===== src/rtl/ord_pkg.sv =====
package ord_pkg;
    // default geometry of one router input port
    parameter int unsigned OSF_NUM_VC    = 8;
    parameter int unsigned OSF_VC_PER_VN = 4;
    parameter int unsigned OSF_PORT_W    = 3;
    parameter int unsigned OSF_TS_W      = 8;
endpackage


===== src/rtl/ord_age_cmp.sv =====
// Wrap-safe age comparison of two arrival stamps.
module ord_age_cmp #(
    parameter int unsigned TS_W = ord_pkg::OSF_TS_W
) (
    input  logic [TS_W-1:0] cand_stamp,
    input  logic [TS_W-1:0] peer_stamp,
    output logic            peer_older
);
    logic [TS_W-1:0] gap;

    always_comb begin
        gap        = cand_stamp - peer_stamp;
        // peer is older when the modular gap is nonzero and in the lower half
        peer_older = (gap != '0) && !gap[TS_W-1];
    end
endmodule


===== src/rtl/ord_vc_check.sv =====
// Ordering check for one candidate VC against the VCs of its own network.
module ord_vc_check #(
    parameter int unsigned VC_PER_VN = ord_pkg::OSF_VC_PER_VN,
    parameter int unsigned PORT_W    = ord_pkg::OSF_PORT_W,
    parameter int unsigned TS_W      = ord_pkg::OSF_TS_W
) (
    input  logic                        ordered,
    input  logic [PORT_W-1:0]           cand_port,
    input  logic [TS_W-1:0]             cand_stamp,
    input  logic [VC_PER_VN-1:0]        peer_ready,
    input  logic [VC_PER_VN*PORT_W-1:0] peer_port,
    input  logic [VC_PER_VN*TS_W-1:0]   peer_stamp,
    output logic                        permit
);
    logic [VC_PER_VN-1:0] older;
    logic [VC_PER_VN-1:0] conflict;

    for (genvar p = 0; p < VC_PER_VN; p++) begin : g_peer
        ord_age_cmp #(.TS_W(TS_W)) u_age (
            .cand_stamp (cand_stamp),
            .peer_stamp (peer_stamp[p*TS_W +: TS_W]),
            .peer_older (older[p])
        );
        // the candidate compared with itself has a zero gap, so it never conflicts
        assign conflict[p] = peer_ready[p] && older[p]
                          && (peer_port[p*PORT_W +: PORT_W] == cand_port);
    end

    always_comb begin
        permit = !ordered || (conflict == '0);
    end
endmodule


===== src/rtl/ord_send_filter.sv =====
// Per-port send filter that enforces point-to-point order in ordered virtual networks.
module ord_send_filter #(
    parameter int unsigned NUM_VC    = ord_pkg::OSF_NUM_VC,
    parameter int unsigned VC_PER_VN = ord_pkg::OSF_VC_PER_VN,
    parameter int unsigned PORT_W    = ord_pkg::OSF_PORT_W,
    parameter int unsigned TS_W      = ord_pkg::OSF_TS_W,
    localparam int unsigned NUM_VN   = NUM_VC / VC_PER_VN
) (
    input  logic                     clk,
    input  logic                     rst_n,
    input  logic [NUM_VC-1:0]        vc_ready,
    input  logic [NUM_VC*PORT_W-1:0] vc_port,
    input  logic [NUM_VC*TS_W-1:0]   vc_stamp,
    input  logic [NUM_VN-1:0]        vn_ordered,
    output logic [NUM_VC-1:0]        permit
);
    // true when another ready VC of the same network wants the same port
    function automatic logic has_rival(int unsigned idx);
        logic hit;
        int unsigned base;
        hit  = 1'b0;
        base = (idx / VC_PER_VN) * VC_PER_VN;
        for (int unsigned k = 0; k < VC_PER_VN; k++) begin
            if ((base + k) != idx && vc_ready[base + k]
                && vc_port[(base + k)*PORT_W +: PORT_W] == vc_port[idx*PORT_W +: PORT_W])
                hit = 1'b1;
        end
        return hit;
    endfunction

    for (genvar g = 0; g < NUM_VC; g++) begin : g_vc
        localparam int unsigned VN   = g / VC_PER_VN;
        localparam int unsigned BASE = VN * VC_PER_VN;
        localparam logic [NUM_VC-1:0] OTHERS =
            ((NUM_VC'(1) << VC_PER_VN) - NUM_VC'(1)) << BASE & ~(NUM_VC'(1) << g);

        ord_vc_check #(
            .VC_PER_VN (VC_PER_VN),
            .PORT_W    (PORT_W),
            .TS_W      (TS_W)
        ) u_check (
            .ordered    (vn_ordered[VN]),
            .cand_port  (vc_port[g*PORT_W +: PORT_W]),
            .cand_stamp (vc_stamp[g*TS_W +: TS_W]),
            .peer_ready (vc_ready[BASE +: VC_PER_VN]),
            .peer_port  (vc_port[BASE*PORT_W +: VC_PER_VN*PORT_W]),
            .peer_stamp (vc_stamp[BASE*TS_W +: VC_PER_VN*TS_W]),
            .permit     (permit[g])
        );


        unordered_pass_chk: assert property (@(posedge clk) disable iff (!rst_n)
            !vn_ordered[VN] |-> permit[g]);

        block_needs_order_chk: assert property (@(posedge clk) disable iff (!rst_n)
            !permit[g] |-> vn_ordered[VN]);

        block_needs_ready_peer_chk: assert property (@(posedge clk) disable iff (!rst_n)
            !permit[g] |-> ($countones(vc_ready & OTHERS) != 0));

        block_needs_same_port_chk: assert property (@(posedge clk) disable iff (!rst_n)
            !permit[g] |-> has_rival(g));
    end
endmodule


===== config.mk =====
export PLATFORM = sky130hd
export DESIGN_NAME = ord_send_filter
export DESIGN_NICKNAME = d
export VERILOG_FILES = /design/src/rtl/ord_pkg.sv /design/src/rtl/ord_age_cmp.sv /design/src/rtl/ord_vc_check.sv /design/src/rtl/ord_send_filter.sv
export SDC_FILE = /design/constraint.sdc
export NUM_CORES = 1
export LEC_CHECK = 0
export CAP_MARGIN = 25
export CORE_MARGIN = 3
export CORE_UTILIZATION = 50
export DETAILED_ROUTE_END_ITERATION = 16
export GPL_TIMING_DRIVEN = 0
export PLACE_DENSITY_LB_ADDON = 0.12
export SYNTH_ARGS = -nofsm -noshare
export SYNTH_HDL_FRONTEND = slang
export SYNTH_SLANG_ARGS = --single-unit

===== constraint.sdc =====
create_clock -name vclk -period 15.8
set_clock_uncertainty 0.05 [all_clocks]
set_input_delay 4.74 -clock vclk [all_inputs]
set_output_delay 4.74 -clock vclk [all_outputs]
set_load 0.02 [all_outputs]

Word-level counts from Yosys, hierarchy flattened
Index checks and enable logic that the tools add are counted.

storage, ports and cells
  bits of input ports = 100
  register bits after elaboration = 0
  logic and storage cells = 226
  bits in read-only memories = 0
  bits in latches = 0
  memory bits (writable) = 0
  memories kept = 0
  output and inout port bits = 8

cells by class
  bitwise logic cells = 0
  magnitude comparators = 0
  equal/unequal tests = 24
  multiply operators = 0
  add/sub/neg operators = 32
  div/mod/pow operators = 0
  reductions and logical operators = 170
  multiplexer cells = 0
  shift operators = 0

operators with widths
  operator           count
  $reduce_bool 8->1  32
  $sub 8x8->8        32
  $logic_and 1x1->1  88
  $eq 3x3->1         24
  $logic_not 1->1    34
  $logic_not 4->1    8
  $logic_or 1x1->1   8

Logic depth before layout (Yosys ltp)
  depth in word-level cells = 7
  depth in mapped cells = 11
  mapped depth without buffers = 10

Hierarchy
Synthesis repeated with hierarchy kept, for this count alone.

unflattened totals
  cell total of the unflattened synthesis = 1820
  area, all modules = 13375.3 um^2

by module, submodules not included
  module                                             instances  seq. area each (um^2)  cells each  area an instance (um^2)
  ord_age_cmp (g_vc[1].u_check.g_peer[1].u_age ...)  14         0.0                    53          387.9
  ord_age_cmp (g_vc[0].u_check.g_peer[0].u_age ...)  10         0.0                    53          384.1
  ord_age_cmp (g_vc[6].u_check.g_peer[1].u_age ...)  6          0.0                    48          367.9
  ord_vc_check                                       8          0.0                    21          153.9
  ord_age_cmp (g_vc[6].u_check.g_peer[0].u_age ...)  2          0.0                    46          332.8

Worst setup path before layout
No wires, ideal clock.

  path kind = input-to-output
  start = input vc_stamp[33]
  end = output permit[5]
  path buffers = 1
  stages on the path = 10
  data arrival time = 6800 ps
  setup slack = 4210 ps
  path through = inv_1 ha_1 nor2b_1 o21ai_0 nand2_1 or3_1 a2111oi_0 a21oi_1 a221oi_1 buf_4

between the ends
  cells in the longest elaborated chain, start to end = 7
  elaborated cells between the ends (all ways) = 8
  classes of those cells = add/sub: 1; reduce/logical: 7

RTL lines
  element                                                      RTL line               source
  start: declaration                                           ord_send_filter.sv:13  input logic [NUM_VC*TS_W-1:0] vc_stamp,
  $sub 8x8->8 (*)                                              ord_age_cmp.sv:12      gap = cand_stamp - peer_stamp;
  $reduce_bool 8->1 / $logic_not 1->1 (equally long branches)  ord_age_cmp.sv:14      peer_older = (gap != '0) && !gap[TS_W-1];
  $logic_and 1x1->1 (*)                                        ord_age_cmp.sv:14
  $logic_and 1x1->1 (*)                                        ord_vc_check.sv:25     assign conflict[p] = peer_ready[p] && older[p]
  $logic_and 1x1->1 (*)                                        ord_vc_check.sv:26     && (peer_port[p*PORT_W +: PORT_W] == cand_port);
  $logic_not 4->1 (*)                                          ord_vc_check.sv:30     permit = !ordered || (conflict == '0);
  $logic_or 1x1->1 (*)                                         ord_vc_check.sv:30
  end: declaration                                             ord_send_filter.sv:15  output logic [NUM_VC-1:0] permit

Mark *: on every way between the ends. The rest lies on a longest branch, timed or not.

Final worst setup path
  start = input vc_stamp[49]
  end = output permit[6]

between the ends
  cells in the longest elaborated chain, start to end = 7
  elaborated cells between the ends (all ways) = 25
  classes of those cells = add/sub: 4; reduce/logical: 21

RTL lines
  element                                                      RTL line
  $sub 8x8->8                                                  ord_age_cmp.sv:12
  $reduce_bool 8->1 / $logic_not 1->1 (equally long branches)  ord_age_cmp.sv:14
  $logic_and 1x1->1                                            ord_age_cmp.sv:14
  $logic_and 1x1->1                                            ord_vc_check.sv:25
  $logic_and 1x1->1                                            ord_vc_check.sv:26
  $logic_not 4->1 (*)                                          ord_vc_check.sv:30
  $logic_or 1x1->1 (*)                                         ord_vc_check.sv:30

Marks and branches as above.

==> results.txt <==
status - finished, final reports clean
Slew Limit Fails - 0
Vias/cell - 5.97
Post-CTS Setup Bufs - 0
Synth Instances - 1,045
iteration count of the initial detailed-routing pass - 5
Least-Margin Pin Slew - 0.789 ns
CP endpoint kind - output port
most frequent cell after synthesis - ha_1
Resize count post-CTS - 0
Seq cells - 0
fmax - 73.5 MHz
GRT Residual Overflow - 0
Syn. warnings - 0
IO Pins - 108
first-pass GRT wire length - 36.8 mm
power share of the clock group - 0%
port bufs - 104
# fillers - 1,395
Pint - 137 µW
combinational group share of total power - 100.0%
crit path to - permit[6]
ANT cells - 0
layout cells sized above 1 - 2.43%
Core ar. - 0.0147 mm²
gpl congestion - 0.956
Area contributors post-synth - ha_1, xnor2_1, xor2_1
final net count - 1,432
Netlist Area Pre-Place - 0.00761 mm²
Fin Setup TNS - 0 ns
count of cell types in the netlist - 68
leakage power - 0.00389 µW
area of the die - 0.0167 mm²
Routed WL per cell - 18.2 µm
Initial Util - 51.8%
multi-input combinational cell area - 0.00705 mm²
All-Layer GR Usage - 27.4%
post-route insts no fill - 1,334
Hold Path Class - in2out
Required @ worst endpoint - 11.01 ns
area leader, netlist - ha_1
Final Hold Vio Count - 0
Mapped Nets - 1,325
DR vias - 7,967
P_sw - 173 µW
Post-CTS Hold Buffers - 0
crit path time final - 13.61 ns
hpwl dp - 21.2 mm
initial antenna violation count - 0
Rows - 44
Synth top cells by count - ha_1, inv_1, a21oi_1
critical path peak fanout - 6
total length of routed wires - 24.3 mm
storage element area - 0 µm²
syn avg cell area - 7.28 µm²
Max rail drop VDD - 0.0165 mV
Hold WS - 10.56 ns
fin crit share - 86.1%
worst path arrival time - 8.82 ns
Area Overhead vs Synth - 16.9%
Sequential Power Share - 0%
Antenna Nets Post-Route - 0
# setup viols final - 0
largest net degree at the start of global routing - 11
unrepaired setup endpoints after global routing - false
critical path type - in2out
Max-Cap Viols - 0
Slew headroom - 46.0%
die width - 129 µm
DP Area - 0.00888 mm²
total chip power - 310 µW
crit path launch type - input port
placed insts - 1,333
Sw Ratio - 55.9%
power per cell area - 34.9 mW/mm²
drt first-iter violations - 522
DRC viols - 0
Critical Path Start - vc_stamp[49]
Chip Height - 129 µm
post-synthesis sequential area ratio - 0%
vias in the first global route - 7,323
post-synth top area share - 27.6%
cell area after layout - 0.00889 mm²
clock buffers - 0
-- critical path: stages --
cell and delay [ns]:
clkdlybuf4s50_1 0.69, inv_1 0.22, ha_1 0.37, nor2b_1 0.14, o21ai_0 0.32, nand2b_1 0.12, or3_1 0.36, a2111oi_0 0.46
a2111oi_0 0.20, dlymetal6s2s_1 0.23, a211oi_1 0.23, buf_4 0.15, clkdlybuf4s50_1 0.59
-- per-layer routing --
layer	up-vias	global-route usage, %	wire (µm)	part of all wire (%)
met4	0	1.11	108	0.45
li1	3958	-	-	-
met1	3707	43.1	12000	50
met3	10	4.25	2190	9.0
met5	-	0	0	0
met2	292	40.9	9920	41
-- cell usage in the layout (no fill, tap or decap), drive strengths merged, types with 12 or more instances in the layout --
cell and instances:
a211oi 16, a21oi 77, a31oi 15, clkbuf 28
clkdlybuf4s50 104, fa 12, ha 168, inv 97
nand2 39, nand2b 30, nand3 31, nor2 61
nor2b 37, nor3 32, o2111ai 13, o21a 23
o21ai 74, xnor2 61, xor2 59
-- kinds of logic (layout without fill, tap and decap cells) --
kind of cell / count (synthesis) / after routing / share of synthesized area, %
buffers and inverters: 136 / 241 / 7.32
XOR/XNOR: 120 / 120 / 13.8
adder cells (fa/ha/maj): 180 / 180 / 30.8
AND/OR/NAND/NOR: 287 / 287 / 19.7
AO/OA/AOI/OAI: 315 / 315 / 27.4
multiplexers: 7 / 7 / 0.953
-- power groups by stage --
| stage | clock (µW) | sequential [µW] | combinational, µW |
|---|---|---|---|
| final | 0 | 0 | 310 |
| after global routing | 0 | 0 | 342 |
| after CTS | 0 | 0 | 305 |
| after detailed placement | 0 | 0 | 304 |
| after global placement | 0 | 0 | 301 |
| after floorplan | 0 | 0 | 212 |
-- worst min-delay path by stage --
stage | to | start | depth (start not counted)
finish | permit[7] | vn_ordered[1] | 5
global route | permit[7] | vn_ordered[1] | 5
CTS | permit[7] | vn_ordered[1] | 5
detailed placement | permit[7] | vn_ordered[1] | 5
global placement | permit[7] | vn_ordered[1] | 5
floorplan | permit[4] | vc_ready[5] | 3
-- metrics by stage --
step | setup WS (ns) | utilization, %
final | 2.19 | 60.5
after floorplan | 4.21 | -
after global routing | 1.89 | 60.5
after detailed placement | 2.31 | 60.4
after CTS | 2.30 | 60.4
after global placement | 2.30 | 60.4
-- area by class of cell --
class	count	share of cell area [%]
plain buffers	39	2.17
well taps	184	2.59
inverters	97	4.09
repair buffers	105	11.8
multi-input cells	909	79.3
(Power assumes the default switching activity.)
